## src/rtl/dmx_pkg.sv

```systemverilog
package dmx_pkg;
  typedef enum logic [1:0] {
    TGT_RAM  = 2'd0,
    TGT_IO   = 2'd1,
    TGT_HOLE = 2'd2,
    TGT_SEG  = 2'd3
  } target_e;
endpackage

```

## src/rtl/dmx_decode.sv

```systemverilog
module dmx_decode #(
  parameter int LOW_BYTES   = 112,
  parameter int REG_BASE    = 240,
  parameter int EXTRA_SEG   = 1,
  parameter int EXTRA_BYTES = 64,
  parameter int IDX_W       = 8
) (
  input  logic [7:0]       addr_i,
  input  logic             stack_i,
  input  logic [7:0]       seg_i,
  output logic [15:0]      phys_o,
  output dmx_pkg::target_e tgt_o,
  output logic [IDX_W-1:0] idx_o
);
  import dmx_pkg::*;

  localparam int REG_SPAN = 255 - REG_BASE;
  localparam logic [7:0] LOW_TOP   = 8'(LOW_BYTES);
  localparam logic [7:0] REG_LO    = 8'(REG_BASE);
  localparam logic [7:0] XSEG      = 8'(EXTRA_SEG);
  localparam logic [7:0] XTOP      = 8'(EXTRA_BYTES);
  localparam logic [IDX_W-1:0] REG_OFS = IDX_W'(LOW_BYTES);
  localparam logic [IDX_W-1:0] X_OFS   = IDX_W'(LOW_BYTES + REG_SPAN);

  logic       extend;
  logic [7:0] page;
  logic [7:0] low7;

  always_comb begin
    extend = !addr_i[7] && !stack_i;
    phys_o = addr_i[7] ? {8'h00, addr_i}
                       : {(extend ? seg_i : 8'h00), 1'b0, addr_i[6:0]};
    page   = phys_o[15:8];
    low7   = {1'b0, phys_o[6:0]};
    tgt_o  = TGT_HOLE;
    idx_o  = '0;
    if (page == 8'h00) begin
      if (!phys_o[7]) begin
        if (low7 < LOW_TOP) begin
          tgt_o = TGT_RAM;
          idx_o = IDX_W'(low7);
        end
      end else if (phys_o[7:0] == 8'hFF) begin
        tgt_o = stack_i ? TGT_HOLE : TGT_SEG;
      end else if (phys_o[7:0] >= REG_LO) begin
        tgt_o = TGT_RAM;
        idx_o = REG_OFS + IDX_W'(phys_o[7:0] - REG_LO);
      end else begin
        tgt_o = TGT_IO;
      end
    end else if (page == XSEG && low7 < XTOP) begin
      tgt_o = TGT_RAM;
      idx_o = X_OFS + IDX_W'(low7);
    end
  end
endmodule

```

## src/rtl/dmx_seg_reg.sv

```systemverilog
module dmx_seg_reg #(
  parameter int W = 8
) (
  input  logic         clk,
  input  logic         rst,
  input  logic         we,
  input  logic [W-1:0] d,
  output logic [W-1:0] q
);
  always_ff @(posedge clk) begin
    if (rst)     q <= '0;
    else if (we) q <= d;
  end

  // the register moves only on a write aimed at it
  a_r5_seg_holds: assert property (@(posedge clk) disable iff (rst)
    !we |=> $stable(q));
endmodule

```

## src/rtl/dmx_ram.sv

```systemverilog
module dmx_ram #(
  parameter int DEPTH = 192,
  parameter int AW    = 8,
  parameter int DW    = 8
) (
  input  logic          clk,
  input  logic          we,
  input  logic          re,
  input  logic [AW-1:0] idx,
  input  logic [DW-1:0] wdata,
  output logic [DW-1:0] q
);
  logic [DW-1:0] mem [DEPTH];

  always_ff @(posedge clk) begin
    if (we) mem[idx] <= wdata;
    if (re) q <= mem[idx];
  end
endmodule

```

## src/rtl/dmem_seg_mapper.sv

```systemverilog
module dmem_seg_mapper #(
  parameter int LOW_BYTES   = 112,
  parameter int REG_BASE    = 240,
  parameter int EXTRA_SEG   = 1,
  parameter int EXTRA_BYTES = 64
) (
  input  logic        clk,
  input  logic        rst,
  input  logic [7:0]  addr_i,
  input  logic        stack_i,
  input  logic        rd_i,
  input  logic        wr_i,
  input  logic [7:0]  wdata_i,
  input  logic [7:0]  io_rdata_i,
  output logic [15:0] phys_o,
  output logic        ram_sel_o,
  output logic        io_sel_o,
  output logic [7:0]  rdata_o,
  output logic [7:0]  seg_o
);
  import dmx_pkg::*;

  localparam int DEPTH = LOW_BYTES + (255 - REG_BASE) + EXTRA_BYTES;
  localparam int IDX_W = $clog2(DEPTH);

  target_e          tgt;
  logic [IDX_W-1:0] idx;
  logic [7:0]       ram_q;
  logic             strobe;
  logic             from_ram_q;
  logic [7:0]       side_q;

  dmx_decode #(
    .LOW_BYTES(LOW_BYTES), .REG_BASE(REG_BASE), .EXTRA_SEG(EXTRA_SEG),
    .EXTRA_BYTES(EXTRA_BYTES), .IDX_W(IDX_W)
  ) u_dec (
    .addr_i(addr_i), .stack_i(stack_i), .seg_i(seg_o),
    .phys_o(phys_o), .tgt_o(tgt), .idx_o(idx)
  );

  dmx_seg_reg #(.W(8)) u_seg (
    .clk(clk), .rst(rst), .we(wr_i && tgt == TGT_SEG),
    .d(wdata_i), .q(seg_o)
  );

  dmx_ram #(.DEPTH(DEPTH), .AW(IDX_W), .DW(8)) u_ram (
    .clk(clk), .we(wr_i && tgt == TGT_RAM), .re(rd_i && tgt == TGT_RAM),
    .idx(idx), .wdata(wdata_i), .q(ram_q)
  );

  assign strobe    = rd_i || wr_i;
  assign ram_sel_o = strobe && tgt == TGT_RAM;
  assign io_sel_o  = strobe && tgt == TGT_IO;

  always_ff @(posedge clk) begin
    if (rst) begin
      from_ram_q <= 1'b0;
      side_q     <= 8'hFF;
    end else if (rd_i) begin
      from_ram_q <= (tgt == TGT_RAM);
      case (tgt)
        TGT_SEG: side_q <= seg_o;
        TGT_IO:  side_q <= io_rdata_i;
        default: side_q <= 8'hFF;
      endcase
    end
  end

  assign rdata_o = from_ram_q ? ram_q : side_q;

  // upper half is never extended
  a_r2_upper_bypass: assert property (@(posedge clk) disable iff (rst)
    addr_i[7] |-> phys_o == {8'h00, addr_i});
  // stack accesses stay in segment 0
  a_r4_stack_seg0: assert property (@(posedge clk) disable iff (rst)
    stack_i |-> phys_o[15:8] == 8'h00);
  // stack accesses leave the segment register alone
  a_r4_stack_keeps_seg: assert property (@(posedge clk) disable iff (rst)
    stack_i |=> $stable(seg_o));
  // hole reads return all ones
  a_r8_hole_ones: assert property (@(posedge clk) disable iff (rst)
    (rd_i && tgt == TGT_HOLE) |=> rdata_o == 8'hFF);
  // at most one target select
  a_r10_sel_excl: assert property (@(posedge clk) disable iff (rst)
    $onehot0({ram_sel_o, io_sel_o}));
endmodule

```

## config.mk

```make
export PLATFORM = sky130hd
export DESIGN_NAME = dmem_seg_mapper
export DESIGN_NICKNAME = d
export VERILOG_FILES = /design/src/rtl/dmx_pkg.sv /design/src/rtl/dmx_decode.sv /design/src/rtl/dmx_seg_reg.sv /design/src/rtl/dmx_ram.sv /design/src/rtl/dmem_seg_mapper.sv
export SDC_FILE = /design/constraint.sdc
export NUM_CORES = 2
export LEC_CHECK = 0
export BUFFER_PORTS_ARGS = -buffer_cell sky130_fd_sc_hd__buf_2
export CAP_MARGIN = 5
export CORE_MARGIN = 1
export CORE_UTILIZATION = 40
export CTS_BUF_LIST = sky130_fd_sc_hd__clkbuf_4 sky130_fd_sc_hd__clkbuf_8
export DETAILED_ROUTE_END_ITERATION = 10
export SLEW_MARGIN = 10
export SYNTH_ARGS = -nofsm -noshare
export SYNTH_HDL_FRONTEND = slang
export SYNTH_HIERARCHICAL = 1
export SYNTH_SLANG_ARGS = --single-unit
export TNS_END_PERCENT = 30
```

## constraint.sdc

```tcl
create_clock -name clk -period 4.83 [get_ports clk]
set_clock_uncertainty 0.15 [all_clocks]
set_input_delay 0.966 -clock clk [delete_from_list [all_inputs] [get_ports clk]]
set_output_delay 0.966 -clock clk [all_outputs]
set_load 0.05 [all_outputs]
```

==> Word-level counts from Yosys, hierarchy flattened <==
Memory sizes are Yosys's and may differ from the RTL's. A register that Yosys moved wholly into a read port is not among the register bits.
Cells that the tools add are included.
{ "classes": {"add_sub_neg": 3, "magnitude_cmp": 3, "n_eq_ne": 4, "n_mux": 19, "reduce_logical": 12} }
{ "ops": {"columns": ["op", "count"], "rows": [
  ["two-way mux 8 bit", 7],
  ["two-way mux 16 bit", 1],
  ["case mux 8 bit (2 select lines)", 1],
  ["less-than comparator 7 bit, second input constant", 2],
  ["two-way mux 2 bit", 5],
  ["adder 7 x 7 -> 8 bit, first input constant", 1],
  ["adder 7 x 8 -> 8 bit, first input constant", 1],
  ["equality test 8 x 1 -> 1 bit, second input constant", 1],
  ["equality test 8 bit, second input constant", 1],
  [">= comparator 8 bit, second input constant", 1],
  ["logical NOT 8 bit", 1],
  ["subtractor 8 bit, second input constant", 1],
  ["logical AND 1 bit", 7],
  ["two-way mux 7 bit", 1],
  ["two-way mux 1 bit", 4],
  ["equality test 2 x 1 -> 1 bit, second input constant", 1],
  ["equality test 2 bit, second input constant", 1],
  ["logical NOT 1 bit", 2],
  ["logical NOT 2 bit", 1],
  ["logical OR 1 bit", 1]
]} }
{ "totals": {"register_bits": 17, "ramBits": 1528, "input_bits": 29, "output_inout_bits": 34, "wordCells": 45, "n_memories": 1} }
{ "mem_list": {"columns": ["memory", "depth", "word_bits", "rd", "rd_ports_with_merged_regs", "write_ports", "line_no", "source"], "rows": [
  ["u_ram.mem", 191, 8, 1, 1, 1, "dmx_ram.sv:13", "logic [DW-1:0] mem [DEPTH];"]
]} }

==> Depth between registers and ports, before layout <==
{ "logic_depth": {"word_depth": 13, "ltp_mapped": 17, "ltp_nobuf": 12} }

==> By module <==
Netlist, hierarchy kept.
{ "by_module_without_submodules": {"columns": ["module", "instances", "cells_per_inst", "area_per_inst_um2", "seq_area_each_um2"], "rows": [
  ["dmx_ram", 1, 2747, 59562.1, 46124.2],
  ["dmem_seg_mapper", 1, 47, 589.3, 180.2],
  ["dmx_decode", 1, 65, 442.9, 0.0],
  ["dmx_seg_reg", 1, 26, 285.3, 160.2]
]} }

==> Least setup slack after synthesis <==
Ideal clock, no wire load.
{ "synth_path": {"path_kind": "input to output", "startpoint": "in stack_i", "endpoint": "out io_sel_o", "t_arrival_ns": 3.272, "required_ns": 3.714, "path_slack_ns": 0.442, "stages": 5, "path_buffers": 1, "path_cell_list": "nor2_2 and2_1 a31oi_1 buf_6 nor3b_1"} }
{ "synth_between": {"elab_chain_cells": 10, "elab_cells_between_ends": 14, "classes_between": "eq/ne (2); mux (7); reduce/logical (5)"} }
{ "synth_rtl": {"columns": ["item", "line_no", "source"], "rows": [
  ["from (decl)", "dmem_seg_mapper.sv:10", "input logic stack_i,"],
  ["logical NOT 1 bit *", "dmx_decode.sv:30", "extend = !addr_i[7] && !stack_i;"],
  ["logical AND 1 bit *", "dmx_decode.sv:30", null],
  ["two-way mux 8 bit *", "dmx_decode.sv:32", ": {(extend ? seg_i : 8'h00), 1'b0, addr_i[6:0]};"],
  ["two-way mux 16 bit *", "dmx_decode.sv:31", "phys_o = addr_i[7] ? {8'h00, addr_i}"],
  ["via phys_o[8]", "dmem_seg_mapper.sv:15", "output logic [15:0] phys_o,"],
  ["equality test 8 x 1 -> 1 bit", "dmx_decode.sv:51", "end else if (page == XSEG && low7 < XTOP) begin"],
  ["logical AND 1 bit", "dmx_decode.sv:51", null],
  ["two-way mux 2 bit", "dmx_decode.sv:51", null],
  ["two-way mux 2 bit *", "dmx_decode.sv:37", "if (page == 8'h00) begin"],
  ["via tgt[1]", "dmem_seg_mapper.sv:26", "target_e tgt;"],
  ["equality test 2 x 1 -> 1 bit *", "dmem_seg_mapper.sv:53", "assign io_sel_o = strobe && tgt == TGT_IO;"],
  ["logical AND 1 bit *", "dmem_seg_mapper.sv:53", null],
  ["to (decl)", "dmem_seg_mapper.sv:17", "output logic io_sel_o,"]
]} }
The timed path passes the listed nets; every way through them passes the cells marked *.

==> Worst setup path after layout <==
{ "layout_path": {"startpoint": "reg u_seg.q[4]", "endpoint": "out ram_sel_o"} }
{ "layout_between": {"elab_chain_cells": 8, "elab_cells_between_ends": 9, "classes_between": "eq/ne (1); mux (4); reduce/logical (4)"} }
{ "layout_rtl": {"columns": ["item", "line_no", "source"], "rows": [
  ["from (decl)", "dmx_seg_reg.sv:8", "output logic [W-1:0] q"],
  ["from (signal assigned)", "dmx_seg_reg.sv:11", "if (rst) q <= '0;"],
  ["from (signal assigned)", "dmx_seg_reg.sv:12", "else if (we) q <= d;"],
  ["two-way mux 8 bit *", "dmx_decode.sv:32", null],
  ["two-way mux 16 bit *", "dmx_decode.sv:31", null],
  ["equality test 8 x 1 -> 1 bit", "dmx_decode.sv:51", null],
  ["logical AND 1 bit", "dmx_decode.sv:51", null],
  ["two-way mux 2 bit", "dmx_decode.sv:51", null],
  ["two-way mux 2 bit *", "dmx_decode.sv:37", null],
  ["via tgt[1]", "dmem_seg_mapper.sv:26", null],
  ["logical NOT 2 bit *", "dmem_seg_mapper.sv:52", "assign ram_sel_o = strobe && tgt == TGT_RAM;"],
  ["logical AND 1 bit *", "dmem_seg_mapper.sv:52", null],
  ["to (decl)", "dmem_seg_mapper.sv:16", "output logic ram_sel_o,"]
]} }
Marked as above.

==> summary.md <==
| Metric | Value |
|---|---|
| Vias in the first global route | about 32000 |
| RSZ-0062 raised after global routing | no |
| Clock buffer depth | 3 |
| Core footprint | 0.1505 sq mm |
| Post-Syn Area | 0.06088 sq mm |
| Clock transition at path regs | ~60 ps |
| GRT Total Usage | between 20% and 30% |
| Num rows | about 140 |
| H-tree lvl count | 4 |
| Post-synth top flop | edfxtp_1 |
| Detailed Route Iter0 Violations | approximately 4000 |
| Achievable frequency | between 0.2 and 0.25 GHz |
| Layout cells sized above 1 | a little over a third |
| CP Data Arrival Time | roughly 3500 ps |
| Worst Path Buf+Inv | 4 |
| Synth Warn # | 6 |
| Largest net degree at the start of global routing | between 100 and 150 |
| Post-synth EDFFs | around 1500 |
| Cell mode on critical path | buf_4 |
| Final Hold Fails | 0 |
| Setup TNS | 0 ps |
| Crit path max-delay family | buffers and inverters |
| Switch share | a little under a quarter |
| Post-Synthesis Net Count | roughly 3000 |
| Post-route ant nets | 0 |
| Outcome | completed |
| Flop pwr share | roughly 55% |
| DR pass1 iterations | 5 |
| Slowest cell on crit path | nor4_2 |
| Cell Pwr Density | 384.3 mW/mm^2 |
| Synth Instances | 2885 |
| Synth area leader | edfxtp_1 |
| Seq/Total Area, Yosys | between 70% and 80% |
| DR WL/cell | ~28 um |
| Cell-internal power | roughly 21 mW |
| PnR worst setup slack | approximately 220 ps |
| Area contributors post-synth | edfxtp_1 (76%), mux4_2 (14%), mux2i_1 (1.3%) |
| Dpl ws | -227.7 ps |
| FF+latch count, synth | 1553 |
| Maxcap violations | 0 |
| Clock share of power | between 30% and 40% |
| Fillers | about 12000 |
| Syn avg cell area | roughly 21 sq um |
| Pleak | approximately 23 nW |
| Total congestion overflow | 0 |
| WHS | ~180 ps |
| Slowest cell delay on critical path | 480 ps |
| Root Buffer Master | clkbuf_8 |
| Starting Density | approximately two fifths |
| Most common cell in the netlist | edfxtp_1 |
| Tmin final | between 4000 and 5000 ps |
| Worst setup SP type | flop |
| Hold crit path type | input port to flop |
| Cell chain of the critical path | nor4_2 -> a21boi_1 -> buf_4 -> a21oi_1 -> a31oi_1 -> buf_4 -> nor3b_2 -> buf_4 -> or2_2 -> buf_2 |
| Non-Filler Instances | 5634 |
| Slew HR | between 15 and 20% |
| P&R area growth vs syn | 16.67% |
| Num CTS Buffers | approximately 230 |
| DP HPWL | slightly above 100 mm |
| Worst-Margin Slew | 1255 ps |
| Final Max Tran Viols | 0 |
| Worst IR Drop VDD | a little under 0.0003 V |
| Initial antenna violation count | 5 |
| Final wirelength | between 150 and 200 mm |
| Post-synth cell types | 68 |
| # port buffers | 62 |
| Synth top area share | between 70% and 80% |
| CTS tree | done |
| Die W | between 300 and 400 um |
| Die Y | between 300 and 400 um |
| Clk_lat worst skew | 940 ps |
| Total number of vias | between 30000 and 40000 |
| Placer congestion estimate | between 0.8 and 0.9 |
| Synth async-reset ratio | 0% |
| Required time of the critical path | approximately 3700 ps |
| Die ar. | ~0.15 sq mm |
| Top post-synthesis cells by count | edfxtp_1 (1536), mux4_2 (384), nor2_1 (211), mux2i_1 (80), nand2_1 (74) |
| DRC errors left | 0 |
| Nets | approximately 3500 |
| Critical path class | flop to primary output |
| Crit path capture type | primary output |
| Final period utilization | between 90% and 100% |
| Combinational Power Share | around 7.2% |
| Psw | 6.248 mW |
| Ports | between 60 and 70 |
| Vias/cell | 5.683 |
| First-pass GRT wire length | 231.4 mm |
| CTS sink cnt | about 1600 |
| Placed Cells | roughly 5200 |
| CP max FO | 11 |
| Final-report setup violation count | 0 |
[per-layer routing]
layer / track usage [%] / up-vias / wire [um]
met4: 7.230 / 4 / 4824
li1: - / 13180 / -
met2: 33.61 / 1539 / 77420
met5: 0.4466 / - / 112
met3: 4.410 / 286 / 13270
met1: 28.75 / 17010 / 64800
[cells in the final DEF (no fill, tap or decap), types with 18 or more instances in the layout]
| cell type | count |
|---|---|
| nor2_1 | 210 |
| buf_12 | 42 |
| clkinv_1 | 78 |
| buf_2 | 54 |
| clkbuf_4 | 54 |
| a21oi_1 | 27 |
| mux2_2 | 18 |
| mux2i_1 | 80 |
| mux4_2 | 384 |
| edfxtp_1 | 1536 |
| nand2_1 | 74 |
| buf_4 | 375 |
| nand3_1 | 44 |
| clkinv_2 | 38 |
| a22oi_1 | 47 |
| clkbuf_8 | 236 |
| o21ai_0 | 31 |
| o22ai_1 | 19 |
[power groups by stage]
stage	sequential [mW]	clock, mW	combinational (mW)
final	14.9	10.5	1.95
after global routing	14.9	11.2	2.04
after CTS	14.9	10.7	1.96
after detailed placement	15.1	0	1.95
after global placement	15.1	0	1.92
after floorplan	15.1	0	1.02
[sequential cells by signal (all words and copies together), names as in the netlist]
register and flops:
from_ram_q 1, side_q 8, u_ram/q 8, u_seg/q 8, u_ram/mem 1528
[worst min-delay path: cells and delay by family]
| family | cells | cell delay (ps) |
|---|---|---|
| mux | 1 | 70 |
| compound gates | 1 | 110 |
| buf+inv | 1 | 80 |
[kinds of logic (layout without fill, tap and decap cells)]
group                      count (synthesis)  in the layout  synth area share [%]
AOI/OAI and AO/OA                        240            240                 2.914
other                                      0              1                     0
xor gates and xnor gates                   1              1               0.01439
adders and majority gates                  2              2               0.04110
DFF                                     1553           1553                 76.32
and+or+nand+nor                          427            427                 3.165
buffers and inverters                    180            912                 1.689
muxes                                    482            482                 15.85
[path summary, 6_finish.rpt]
path	slack [ps]	to	cells past startpoint	start
setup / recovery	220	ram_sel_o	10	u_seg/q[4]
hold / removal	180	side_q[2]	3	io_rdata_i[2]
setup reg to reg	420	u_ram/q[5]	11	u_seg/q[4]
hold reg to reg	350	side_q[3]	1	side_q[3]
[what timing repair did]
action,CTS,global route
hold buffers,0,0
endpoints found under the setup margin,0,1
endpoints found under the hold margin,0,0
setup buffers,0,0
gates resized for setup,0,1
[cell type report]
cell class | count | area (sq um) | share of cell area (%)
Sequential cell | 1553 | 46460 | 65.42
Tap cell | 2016 | 2522 | 3.551
Clock buffer | 290 | 3654 | 5.144
Inverter | 6 | 22.52 | 0.03171
Timing Repair Buffer | 479 | 4016 | 5.655
Antenna cell | 1 | 2.502 | 0.003523
Clock inverter | 137 | 867.1 | 1.221
Multi-Input combinational cell | 1152 | 13480 | 18.97
[metrics by stage]
stage	util [%]	power, mW	instance area [sq um]
floorplan	-	16.15	60880
global placement	44.18	17.07	66490
detailed placement	44.18	17.10	66490
CTS	47.19	27.52	71010
global route	47.20	28.13	71030
finish	47.20	27.29	71030
(Power assumes the default switching activity.)
